$ cat config.mk
export PLATFORM = sky130hd
export DESIGN_NAME = rst_clk_sequencer
export DESIGN_NICKNAME = d
export VERILOG_FILES = /design/src/rtl/rstseq_pkg.sv /design/src/rtl/rstseq_timer.sv /design/src/rtl/rstseq_clkmon.sv /design/src/rtl/rstseq_fsm.sv /design/src/rtl/rst_clk_sequencer.sv
export SDC_FILE = /design/constraint.sdc
export NUM_CORES = 1
export LEC_CHECK = 0
export ABC_AREA = 1
export BUFFER_PORTS_ARGS = -buffer_cell sky130_fd_sc_hd__buf_2
export CAP_MARGIN = 10
export CORE_ASPECT_RATIO = 1.25
export CORE_UTILIZATION = 47
export DETAILED_ROUTE_END_ITERATION = 8
export PLACE_DENSITY = 0.68
export SYNTH_ARGS = -nofsm -noshare
export SYNTH_HDL_FRONTEND = slang
export SYNTH_HIERARCHICAL = 1
export SYNTH_SLANG_ARGS = --single-unit
$ cat constraint.sdc
create_clock -name clk -period 7.5 [get_ports clk]
set_input_delay 1.125 -clock clk [delete_from_list [all_inputs] [get_ports clk]]
set_output_delay 1.125 -clock clk [all_outputs]
set_load 0.005 [all_outputs]
$ cat src/rtl/rstseq_pkg.sv
package rstseq_pkg;

  typedef enum logic [2:0] {
    ST_POR      = 3'd0,
    ST_PWRT     = 3'd1,
    ST_SETTLE   = 3'd2,
    ST_WAIT_CLK = 3'd3,
    ST_RUN      = 3'd4,
    ST_FAILSAFE = 3'd5
  } seq_state_e;

  typedef enum logic [1:0] {
    SRC_FRC  = 2'b00,
    SRC_XTAL = 2'b01,
    SRC_PLL  = 2'b10,
    SRC_PLLX = 2'b11
  } clk_src_e;

  function automatic logic src_needs_settle(input clk_src_e s);
    return (s != SRC_FRC);
  endfunction

endpackage

$ cat src/rtl/rstseq_timer.sv
module rstseq_timer #(
  parameter int CNT_W = 8
) (
  input  logic             clk,
  input  logic             rst_n,
  input  logic             clr,
  input  logic [CNT_W-1:0] limit,
  output logic             done
);

  logic [CNT_W-1:0] cnt_q, cnt_d;
  logic             cnt_en;

  assign done   = (cnt_q == (limit - CNT_W'(1)));
  assign cnt_en = clr || !done;

  always_comb begin
    if (clr) cnt_d = '0;
    else     cnt_d = cnt_q + CNT_W'(1);
  end

  always_ff @(posedge clk or negedge rst_n) begin
    if (!rst_n)      cnt_q <= '0;
    else if (cnt_en) cnt_q <= cnt_d;
  end

  // the count never runs past its terminal value
  assert_cnt_bounded_R2: assert property (@(posedge clk) disable iff (!rst_n)
    !clr && done |=> (cnt_q == $past(cnt_q)) || $past(limit) != limit);

endmodule

$ cat src/rtl/rstseq_clkmon.sv
module rstseq_clkmon #(
  parameter int MISS_CYCLES = 16,
  parameter int SYNC_DEPTH  = 2
) (
  input  logic clk,
  input  logic rst_n,
  input  logic activity,
  input  logic active,
  output logic fail
);

  localparam int MISS_W = $clog2(MISS_CYCLES + 1);
  localparam int PIPE_W = SYNC_DEPTH + 1;

  logic [PIPE_W-1:0] pipe_q;
  logic [MISS_W-1:0] miss_q, miss_d;
  logic              act_edge;
  logic              at_lim;

  generate
    if (SYNC_DEPTH < 2) begin : g_bad_depth
      initial $error("SYNC_DEPTH must be at least 2");
    end
  endgenerate

  always_ff @(posedge clk or negedge rst_n) begin
    if (!rst_n) pipe_q <= '0;
    else        pipe_q <= {pipe_q[PIPE_W-2:0], activity};
  end

  assign act_edge = pipe_q[PIPE_W-1] ^ pipe_q[PIPE_W-2];
  assign at_lim   = (miss_q == MISS_W'(MISS_CYCLES - 1));
  assign fail     = active && !act_edge && at_lim;

  always_comb begin
    if (!active || act_edge) miss_d = '0;
    else if (at_lim)         miss_d = miss_q;
    else                     miss_d = miss_q + MISS_W'(1);
  end

  always_ff @(posedge clk or negedge rst_n) begin
    if (!rst_n) miss_q <= '0;
    else        miss_q <= miss_d;
  end

  // the miss count saturates at its limit
  assert_miss_bound_R6: assert property (@(posedge clk) disable iff (!rst_n)
    miss_q <= MISS_W'(MISS_CYCLES - 1));

  // an idle monitor holds no stale count
  assert_idle_clears_R9: assert property (@(posedge clk) disable iff (!rst_n)
    !active |=> miss_q == '0);

endmodule

$ cat src/rtl/rstseq_fsm.sv
module rstseq_fsm
  import rstseq_pkg::*;
(
  input  logic       clk,
  input  logic       rst_n,
  input  logic       pwrt_en,
  input  logic       mon_en,
  input  clk_src_e   src_sel,
  input  logic       osc_rdy,
  input  logic       pll_lock,
  input  logic       trap_ack,
  input  logic       mon_fail,
  input  logic       tmr_done,
  output seq_state_e state,
  output logic       tmr_clr,
  output logic       mon_active,
  output logic       sys_rst_rel,
  output logic       cpu_run,
  output logic [1:0] clk_sel,
  output logic       fail_trap
);

  seq_state_e state_q, state_d;
  seq_state_e rel_target;
  clk_src_e   src_q;
  logic       src_ld;
  logic       clk_valid;
  logic       trap_q, trap_d;
  logic       enter_fs;

  assign rel_target = src_needs_settle(src_sel) ? ST_SETTLE : ST_WAIT_CLK;

  always_comb begin
    unique case (src_q)
      SRC_FRC:  clk_valid = 1'b1;
      SRC_XTAL: clk_valid = osc_rdy;
      default:  clk_valid = osc_rdy && pll_lock;
    endcase
  end

  always_comb begin
    state_d = state_q;
    unique case (state_q)
      ST_POR:      if (tmr_done) state_d = pwrt_en ? ST_PWRT : rel_target;
      ST_PWRT:     if (tmr_done) state_d = rel_target;
      ST_SETTLE:   if (tmr_done) state_d = ST_WAIT_CLK;
      ST_WAIT_CLK: begin
        if (mon_fail)       state_d = ST_FAILSAFE;
        else if (clk_valid) state_d = ST_RUN;
      end
      ST_RUN:      if (mon_fail) state_d = ST_FAILSAFE;
      ST_FAILSAFE: state_d = ST_FAILSAFE;
      default:     state_d = ST_POR;
    endcase
  end

  assign tmr_clr  = (state_d != state_q);
  assign enter_fs = (state_d == ST_FAILSAFE) && (state_q != ST_FAILSAFE);
  assign src_ld   = (state_q inside {ST_POR, ST_PWRT}) && tmr_clr && (state_d != ST_PWRT);

  always_comb begin
    if (enter_fs)      trap_d = 1'b1;
    else if (trap_ack) trap_d = 1'b0;
    else               trap_d = trap_q;
  end

  always_ff @(posedge clk or negedge rst_n) begin
    if (!rst_n) state_q <= ST_POR;
    else        state_q <= state_d;
  end

  always_ff @(posedge clk or negedge rst_n) begin
    if (!rst_n)      src_q <= SRC_FRC;
    else if (src_ld) src_q <= src_sel;
  end

  always_ff @(posedge clk or negedge rst_n) begin
    if (!rst_n) trap_q <= 1'b0;
    else        trap_q <= trap_d;
  end

  assign state       = state_q;
  assign sys_rst_rel = state_q inside {ST_SETTLE, ST_WAIT_CLK, ST_RUN, ST_FAILSAFE};
  assign cpu_run     = state_q inside {ST_RUN, ST_FAILSAFE};
  assign mon_active  = mon_en && (state_q inside {ST_WAIT_CLK, ST_RUN});
  assign clk_sel     = (state_q == ST_FAILSAFE) ? SRC_FRC : src_q;
  assign fail_trap   = trap_q;

  // trap request holds until acknowledged
  assert_trap_hold_R8: assert property (@(posedge clk) disable iff (!rst_n)
    trap_q && !trap_ack |=> trap_q);

  // fallback is left only through power-on reset
  assert_failsafe_sticky_R8: assert property (@(posedge clk) disable iff (!rst_n)
    state_q == ST_FAILSAFE |=> state_q == ST_FAILSAFE);

  // execution starts only on a valid clock or a fallback
  assert_run_on_valid_R5: assert property (@(posedge clk) disable iff (!rst_n)
    $rose(cpu_run) |-> $past(clk_valid) || $past(mon_fail));

  // latched source is frozen once reset is released
  assert_src_frozen_R10: assert property (@(posedge clk) disable iff (!rst_n)
    sys_rst_rel && $past(sys_rst_rel) |-> $stable(src_q));

endmodule

$ cat src/rtl/rst_clk_sequencer.sv
module rst_clk_sequencer
  import rstseq_pkg::*;
#(
  parameter int POR_CYCLES    = 64,
  parameter int PWRT_CYCLES   = 2048,
  parameter int SETTLE_CYCLES = 4000,
  parameter int MISS_CYCLES   = 16,
  parameter int SYNC_DEPTH    = 2
) (
  input  logic       clk,
  input  logic       rst_n,
  input  logic       pwrt_en,
  input  logic       mon_en,
  input  logic [1:0] src_sel,
  input  logic       osc_rdy,
  input  logic       pll_lock,
  input  logic       clk_activity,
  input  logic       trap_ack,
  output logic       sys_rst_rel,
  output logic       cpu_run,
  output logic [1:0] clk_sel,
  output logic       fail_trap
);

  localparam int MAX_A = (POR_CYCLES > PWRT_CYCLES) ? POR_CYCLES : PWRT_CYCLES;
  localparam int MAX_D = (MAX_A > SETTLE_CYCLES) ? MAX_A : SETTLE_CYCLES;
  localparam int CNT_W = $clog2(MAX_D + 1);

  seq_state_e       state;
  logic             tmr_clr, tmr_done;
  logic [CNT_W-1:0] tmr_lim;
  logic             mon_active, mon_fail;

  always_comb begin
    unique case (state)
      ST_POR:    tmr_lim = CNT_W'(POR_CYCLES);
      ST_PWRT:   tmr_lim = CNT_W'(PWRT_CYCLES);
      ST_SETTLE: tmr_lim = CNT_W'(SETTLE_CYCLES);
      default:   tmr_lim = CNT_W'(1);
    endcase
  end

  rstseq_timer #(.CNT_W(CNT_W)) u_timer (
    .clk   (clk),
    .rst_n (rst_n),
    .clr   (tmr_clr),
    .limit (tmr_lim),
    .done  (tmr_done)
  );

  rstseq_clkmon #(.MISS_CYCLES(MISS_CYCLES), .SYNC_DEPTH(SYNC_DEPTH)) u_mon (
    .clk      (clk),
    .rst_n    (rst_n),
    .activity (clk_activity),
    .active   (mon_active),
    .fail     (mon_fail)
  );

  rstseq_fsm u_fsm (
    .clk         (clk),
    .rst_n       (rst_n),
    .pwrt_en     (pwrt_en),
    .mon_en      (mon_en),
    .src_sel     (clk_src_e'(src_sel)),
    .osc_rdy     (osc_rdy),
    .pll_lock    (pll_lock),
    .trap_ack    (trap_ack),
    .mon_fail    (mon_fail),
    .tmr_done    (tmr_done),
    .state       (state),
    .tmr_clr     (tmr_clr),
    .mon_active  (mon_active),
    .sys_rst_rel (sys_rst_rel),
    .cpu_run     (cpu_run),
    .clk_sel     (clk_sel),
    .fail_trap   (fail_trap)
  );

  // no failure is reported before monitoring is allowed to start
  assert_no_early_fail_R4: assert property (@(posedge clk) disable iff (!rst_n)
    (state inside {ST_POR, ST_PWRT, ST_SETTLE}) |-> !fail_trap);

  // a raised trap always comes with the RC fallback clock running the CPU
  assert_trap_on_frc_R6: assert property (@(posedge clk) disable iff (!rst_n)
    $rose(fail_trap) |-> (clk_sel == 2'b00) && cpu_run);

  // failure while waiting for a clock goes straight to fallback
  assert_fail_beats_valid_R7: assert property (@(posedge clk) disable iff (!rst_n)
    mon_fail && state == ST_WAIT_CLK |=> state == ST_FAILSAFE);

endmodule

==> results.py, run 1 <==
metrics = {
    "yosys": {
        "ys_ff_latch": 26,
        "netlist_top_cells_area": "dfrtp_1 28%, nand2_1 13%, inv_1 7.1%",
        "yosys.area_share.xor_xnor_pct": 8.177,
        "synthMuxAreaShare_pct": 0,
        "synth_adder_area_share_pct": 2.138,
        "yosys_warnings": 6,
        "synth_edf_count": 0,
        "synth.distinct_cells": 34,
        "ys_async_sr_fraction_pct": 100.0,
        "synth_top_family_by_area": "simple AND/OR/NAND/NOR gates",
        "synth_area_mm2": 0.002341,
        "yosysSeqAreaShare_pct": 27.79,
        "syn_avg_cell_area_um2": 7.009,
        "synth_flop_cell": "dfrtp_1",
        "synthCells": 334,
        "yosysTopAreaCell": "dfrtp_1",
        "synth_top_area_share_pct": 27.79,
        "synth_compound_area_share_pct": 2.245,
        "synth_simple_gate_area_share_pct": 47.30,
    },
    "worst_setup_path": {
        "critPathLaunchType": "flip-flop",
        "max_stage_delay_ps": 650,
        "worst-endpoint-required_ps": 7710,
        "slowest_stage": "nor2_1",
        "criticalPathCategory": "reg -> reg",
        "cpMostUsedCell": "nand2_1",
        "reg2reg_setup_slack_ps": 3460,
        "crit_fanout": 24,
        "cp_cell_sequence": "nand2_1, nor2_1, nor2_1, nand2_4, nor2_1, nand2_1, nand2_1, nand2_1, nand4_1, nor4_1, nand3_1, nand2_1, nand2_1, inv_2, nand2_2, nand2_2, nand3_2, inv_1, nand4_1, nand2_1",
        "cp_data_arrival_time_ps": 4260,
        "end_kind": "flip-flop",
    },
    "placement": {
        "place_congestion": 0.9076,
        "hpwl_mm": 3.794,
        "port_buffers": 14,
    },
    "job": {
        "drv_cap": 0,
    },
    "sta": {
        "fin_crit_sh_pct": 53.93,
        "period_minus_slack_ps": 4044,
        "slew_headroom_pct": 43.44,
        "max_freq_mhz": 247.3,
        "rsz0062_at_grt": "no",
        "worst_clock_skew_ps": 7.747,
        "hold_viol_final": 0,
        "setup_tns_ps": 0,
        "setup_viol": 0,
        "finalMaxSlewViolations": 0,
        "worstMarginPinSlew_ps": 845.3,
    },
    "clock_network": {
        "cts_buffers": 3,
        "htreeDepth": 1,
        "post_cts_resized": 0,
        "clk_latency_ps": 270,
        "cts_max_path_buffers": 2,
        "cts.sinks": 26,
        "path_clk_slew_ps": 90,
        "cts_tree": "built",
        "holdBufCountCts": 0,
        "root_buffer": "clkbuf_8",
        "postCtsSetupBuffers": 0,
    },
    "floorplanning": {
        "die_x_um": 65.13,
        "core_area_mm2": 0.004765,
        "dieHeight_um": 80.91,
        "rows": 28,
        "die_area_mm2": 0.005269,
        "start_util_pct": 49.13,
        "ios": 15,
    },
    "grt": {
        "grt_max_degree": 27,
        "antenna_found_initial": 0,
        "grt_first_pass_wirelength_mm": 8.231,
        "grt_pass1_vias": 1996,
        "track_usage_pct": 20.13,
        "grt_overflow_total": 0,
    },
    "power": {
        "power.density_mw_per_mm2": 314.3,
        "ir_drop_v": 0.0002468,
        "p_leak_uw": 0.001368,
    },
    "routing": {
        "num_vias": 2035,
        "wl_mm": 4.787,
        "route.detailed.drc": 0,
        "ant_nets": 0,
        "drt-pass1-iter-count": 5,
        "vias_per_cell": 4.904,
        "wl_per_cell_um": 11.53,
        "drt_iter0_drc": 56,
    },
    "layout": {
        "fin_util_pct": 53.05,
        "fin_nets": 370,
        "area_delta_synth_final_pct": 7.963,
        "drive_above_1_share_pct": 20.00,
        "diodes": 0,
    },
    "status": {
        "status": "finished clean",
    },
    "min_path": {
        "min_path_type": "reg -> reg",
    },
}
worst max-delay path, delay by kind of cell, from the launching register on:
| kind | cells | cell delay (ps) |
|---|---|---|
| simple gates | 18 | 2730 |
| buf+inv | 2 | 650 |
| flops | 1 | 600 |
synth_stat cells, types with 4 or more instances:
cell type,number
dfrtp_1,26
ha_1,4
inv_1,44
inv_2,12
nand2_1,81
nand2_2,8
nand3_1,24
nand3_2,14
nand3b_1,4
nand4_1,19
nor2_1,28
nor2_2,7
nor2_4,4
nor3_1,7
o21ai_0,4
xnor2_1,5
xor2_1,15
kinds of logic (layout without fill, tap and decap cells):
| logic type | after synthesis | after routing |
|---|---|---|
| XOR/XNOR | 21 | 21 |
| AND/OR/NAND/NOR | 207 | 207 |
| adder cells (fa/ha/maj) | 4 | 4 |
| other | 1 | 13 |
| buffers and inverters | 65 | 74 |
| flip-flops | 26 | 26 |
| AO/OA/AOI/OAI | 10 | 10 |
area by class of cell:
type                            count  area (µm²)
Clock buffer                        3       41.29
Clock inverter                      1       30.03
Fill cell                         483        2237
Inverter                           56       210.2
Multi-Input combinational cell    255        1450
Sequential cell                    26       650.6
Tap cell                           60       75.07
Timing Repair Buffer               14       70.07
sequential cells by signal, summed over array words and instances (netlist names):
signal	flops
u_fsm/src_q	2
u_fsm/state	3
u_fsm/fail_trap	1
u_mon/miss_q	5
u_timer/cnt_q	12
u_mon/pipe_q	3
stage by stage:
step / setup slack (ps) / cell area [µm²] / cells / hold slack [ps] / total power [µW]
floorplan: 4264 / 2386 / 346 / 331.2 / 622.3
global placement: 3635 / 2456 / 411 / 347.5 / 674.0
detailed placement: 3437 / 2456 / 411 / 347.8 / 680.1
CTS: 3408 / 2527 / 415 / 369.8 / 800.7
global route: 2904 / 2527 / 415 / 380.9 / 863.0
finish: 3456 / 2527 / 415 / 366.5 / 794.3
path summary, 6_finish.rpt:
check,startpoint,endpoint,cells past startpoint
worst min-delay path,u_mon/pipe_q[0],u_mon/pipe_q[1],0
max in group asynchronous,rst_n,u_fsm/src_q[0],1
worst max register to register,u_fsm/state[1],u_timer/cnt_q[11],20
worst min register to register,u_mon/pipe_q[0],u_mon/pipe_q[1],0
min in group asynchronous,rst_n,u_timer/cnt_q[1],1
worst max-delay path,u_fsm/state[1],u_timer/cnt_q[11],20
cell usage in the layout (no fill, tap or decap), types with 2 or more instances in the layout:
cell type	instances
and3_1	2
o21ai_0	4
nand3_2	14
xnor2_1	5
inv_1	44
nand2_4	3
inv_2	12
dfrtp_1	26
nand3b_1	4
nor2_2	7
conb_1	13
a21oi_1	3
buf_2	14
nor2_4	4
xor2_1	15
nand4_1	19
nor2_1	28
nand2_2	8
nand2_1	81
o21ai_1	2
ha_1	4
nor3_1	7
nand3_1	24
clkbuf_8	3
nor2_8	2
report_power, final:
part	switching [µW]	total [µW]	internal, µW
logic	310	467	157
clock network	45.0	116	71.4
registers	46.1	211	165
metal layers:
metal  vias up  part of all wire [%]  global-route usage (%)
met3        10                   2.2                   2.528
met1       919                    42                   20.79
li1       1077                     -                       -
met2        29                    54                   40.21
met5         -                     0                       0
met4         0                   1.9                   8.043
No activity file was read; power rests on OpenSTA's default activity.
==> inputs of run 2 (changes only) <==
==> constraint.sdc (replaced) <==
create_clock -name clk -period 3.8 [get_ports clk]
set_input_delay 0.57 -clock clk [delete_from_list [all_inputs] [get_ports clk]]
set_output_delay 0.57 -clock clk [all_outputs]
set_load 0.005 [all_outputs]
==> run 2 against run 1 <==
Clock power grew 99%. Critical path type unchanged. Hold slack lost 85 ps. Power rose by 100%.
==> results.py, run 2 (synthesized netlist as in run 1, its figures left out) <==
metrics = {
    "sta": {
        "slew_headroom_pct": 61.48,
        "max_freq_mhz": 296.3,
        "hold_viol_final": 0,
        "worst_clock_skew_ps": 5.767,
        "worstMarginPinSlew_ps": 577.9,
        "rsz0062_at_grt": "no",
        "setup_tns_ps": 0,
        "setup_viol": 0,
        "finalMaxSlewViolations": 0,
        "period_minus_slack_ps": 3375,
        "fin_crit_sh_pct": 88.81,
    },
    "power": {
        "ir_drop_v": 0.0004462,
        "p_comb_share_pct": 59.2,
        "power.density_mw_per_mm2": 625.6,
        "cellInternalPower_uw": 794.8,
        "clkPwrFrac_pct": 14.5,
        "p_leak_uw": 0.001382,
        "pwr-share-seq_pct": 26.3,
        "switching_share_pct": 50.20,
        "switchingPower_uw": 801.3,
    },
    "worst_setup_path": {
        "end_kind": "flip-flop",
        "cpLargestDelayFamily": "simple AND/OR/NAND/NOR gates",
        "critPathLaunchType": "flip-flop",
        "reg2reg_setup_slack_ps": 430,
        "worst-endpoint-required_ps": 4020,
        "criticalPathCategory": "reg -> reg",
        "regToRegEndpoint": "u_timer/cnt_q[11]",
        "crit_fanout": 24,
        "r2r-start": "u_fsm/state[0]",
        "max_stage_delay_ps": 510,
        "cpMostUsedCell": "nand2_1",
        "cp_cell_sequence": "nand2_1, nand2_2, inv_1, ha_1, inv_2, nor2_2, inv_2, nor2_1, nand3b_1, nand2_1, nand4_1, nor4_1, buf_4, nor2_1, nor2_1, nand2_1, nand2_1, inv_2, nand3_1, nand3_2, inv_1, buf_4, nand4_1, nand2_1",
        "slowest_stage": "dfrtp_1",
        "critPathBufInv": 7,
        "cp_data_arrival_time_ps": 3590,
        "ff2ff_path_depth": 24,
    },
    "layout": {
        "mostFrequentLayoutCells": "81 x nand2_1, 44 x inv_1, 28 x nor2_1",
        "final_common_cell": "nand2_1",
        "multi_input_area_mm2": 0.001450,
        "area_delta_synth_final_pct": 8.979,
        "drive_above_1_share_pct": 20.95,
        "largest_reg_flops": 12,
        "regMostFlops": "u_timer/cnt_q",
        "fin_nets": 373,
        "diodes": 0,
        "fillers": 491,
        "seq_area_um2": 651.9,
        "final_cells": 418,
        "top_regs": "u_timer/cnt_q (12), u_mon/miss_q (5)",
    },
    "min_path": {
        "min_path_type": "in -> async",
    },
    "clock_network": {
        "cts.sinks": 26,
        "clk_latency_ps": 270,
        "cts_buffers": 3,
        "htreeDepth": 1,
        "cts_tree": "built",
        "postCtsSetupBuffers": 0,
        "path_clk_slew_ps": 100,
        "root_buffer": "clkbuf_8",
        "cts_max_path_buffers": 2,
    },
    "floorplanning": {
        "start_util_pct": 49.13,
        "core_area_mm2": 0.004765,
        "ios": 15,
        "die_area_mm2": 0.005269,
        "die_x_um": 65.13,
        "rows": 28,
        "dieHeight_um": 80.91,
    },
    "routing": {
        "num_vias": 2034,
        "ant_nets": 0,
        "drt_iter0_drc": 76,
        "drt-pass1-iter-count": 4,
        "route.detailed.drc": 0,
        "vias_per_cell": 4.866,
        "wl_mm": 4.765,
        "wl_per_cell_um": 11.40,
    },
    "grt": {
        "grt_pass1_vias": 2011,
        "grt_overflow_total": 0,
        "antenna_found_initial": 0,
        "grt_max_degree": 27,
        "track_usage_pct": 20.01,
        "grt_first_pass_wirelength_mm": 8.148,
    },
    "job": {
        "drv_cap": 0,
    },
    "placement": {
        "place_congestion": 0.9691,
        "port_buffers": 14,
        "placedCellCount": 414,
        "hpwl_mm": 3.711,
    },
    "status": {
        "status": "finished clean",
    },
}
-- run 2: cell count changes in the layout (fill, tap and decap cells not counted) --
cell     before  now
buf_4         0    3
dfrtp_1      26   25
dfrtp_2       0    1
-- run 2: worst max-delay path by stage --
stage | startpoint | to | slack (ps) | cells past startpoint
global placement | u_fsm/state[1] | u_timer/cnt_q[9] | 500 | 24
global route | u_fsm/state[0] | u_timer/cnt_q[11] | 20 | 24
finish | u_fsm/state[0] | u_timer/cnt_q[11] | 430 | 24
floorplan | u_fsm/state[2] | u_timer/cnt_q[0] | 560 | 22
detailed placement | u_fsm/state[1] | u_timer/cnt_q[5] | 470 | 24
CTS | u_fsm/state[1] | u_timer/cnt_q[11] | 400 | 24
-- run 2: stage by stage --
step | hold WS [ps] | cell area (µm²) | power [µW] | worst slack [ps] | utilization [%]
3_5_place_dp | 337.2 | 2479 | 1369 | 466.8 | 52.02
2_1_floorplan | 274.4 | 2386 | 1228 | 564.4 | -
3_3_place_gp | 346.4 | 2479 | 1359 | 503.0 | 52.02
6_report | 281.5 | 2551 | 1596 | 425.2 | 53.55
4_1_cts | 306.6 | 2550 | 1606 | 402.1 | 53.52
5_1_grt | 333.7 | 2551 | 1733 | 24.42 | 53.55
-- run 2: final cells by class --
class	count	share of cell area [%]
clock buffers	3	1.618
multi-input cells	255	56.84
clock inverters	1	1.177
inverters	56	8.239
repair buffers	17	3.629
flip-flops and latches	26	25.55
well taps	60	2.943
-- run 2: repair_timing --
action / CTS / global route
hold endpoints to repair: 0 / 0
setup endpoints to repair: 0 / 3
hold buffers: 0 / 0
resized for setup: 0 / 1
-- run 2: layer usage --
metal | global-route usage (%) | vias to the layer above | share of wire [%]
li1 | - | 1086 | -
met1 | 20.52 | 920 | 44
met2 | 39.38 | 24 | 54
met3 | 2.247 | 4 | 1.6
met4 | 10.00 | 0 | 0.88
met5 | 0 | - | 0
-- run 2: power by group through the flow --
stage                     Clock [µW]  Sequential (µW)  Combinational [µW]
after floorplan                    0              371                 857
after global placement             0              423                 936
after CTS                        239              419                 948
after detailed placement           0              424                 944
after global routing             249              427                1060
final                            231              419                 946
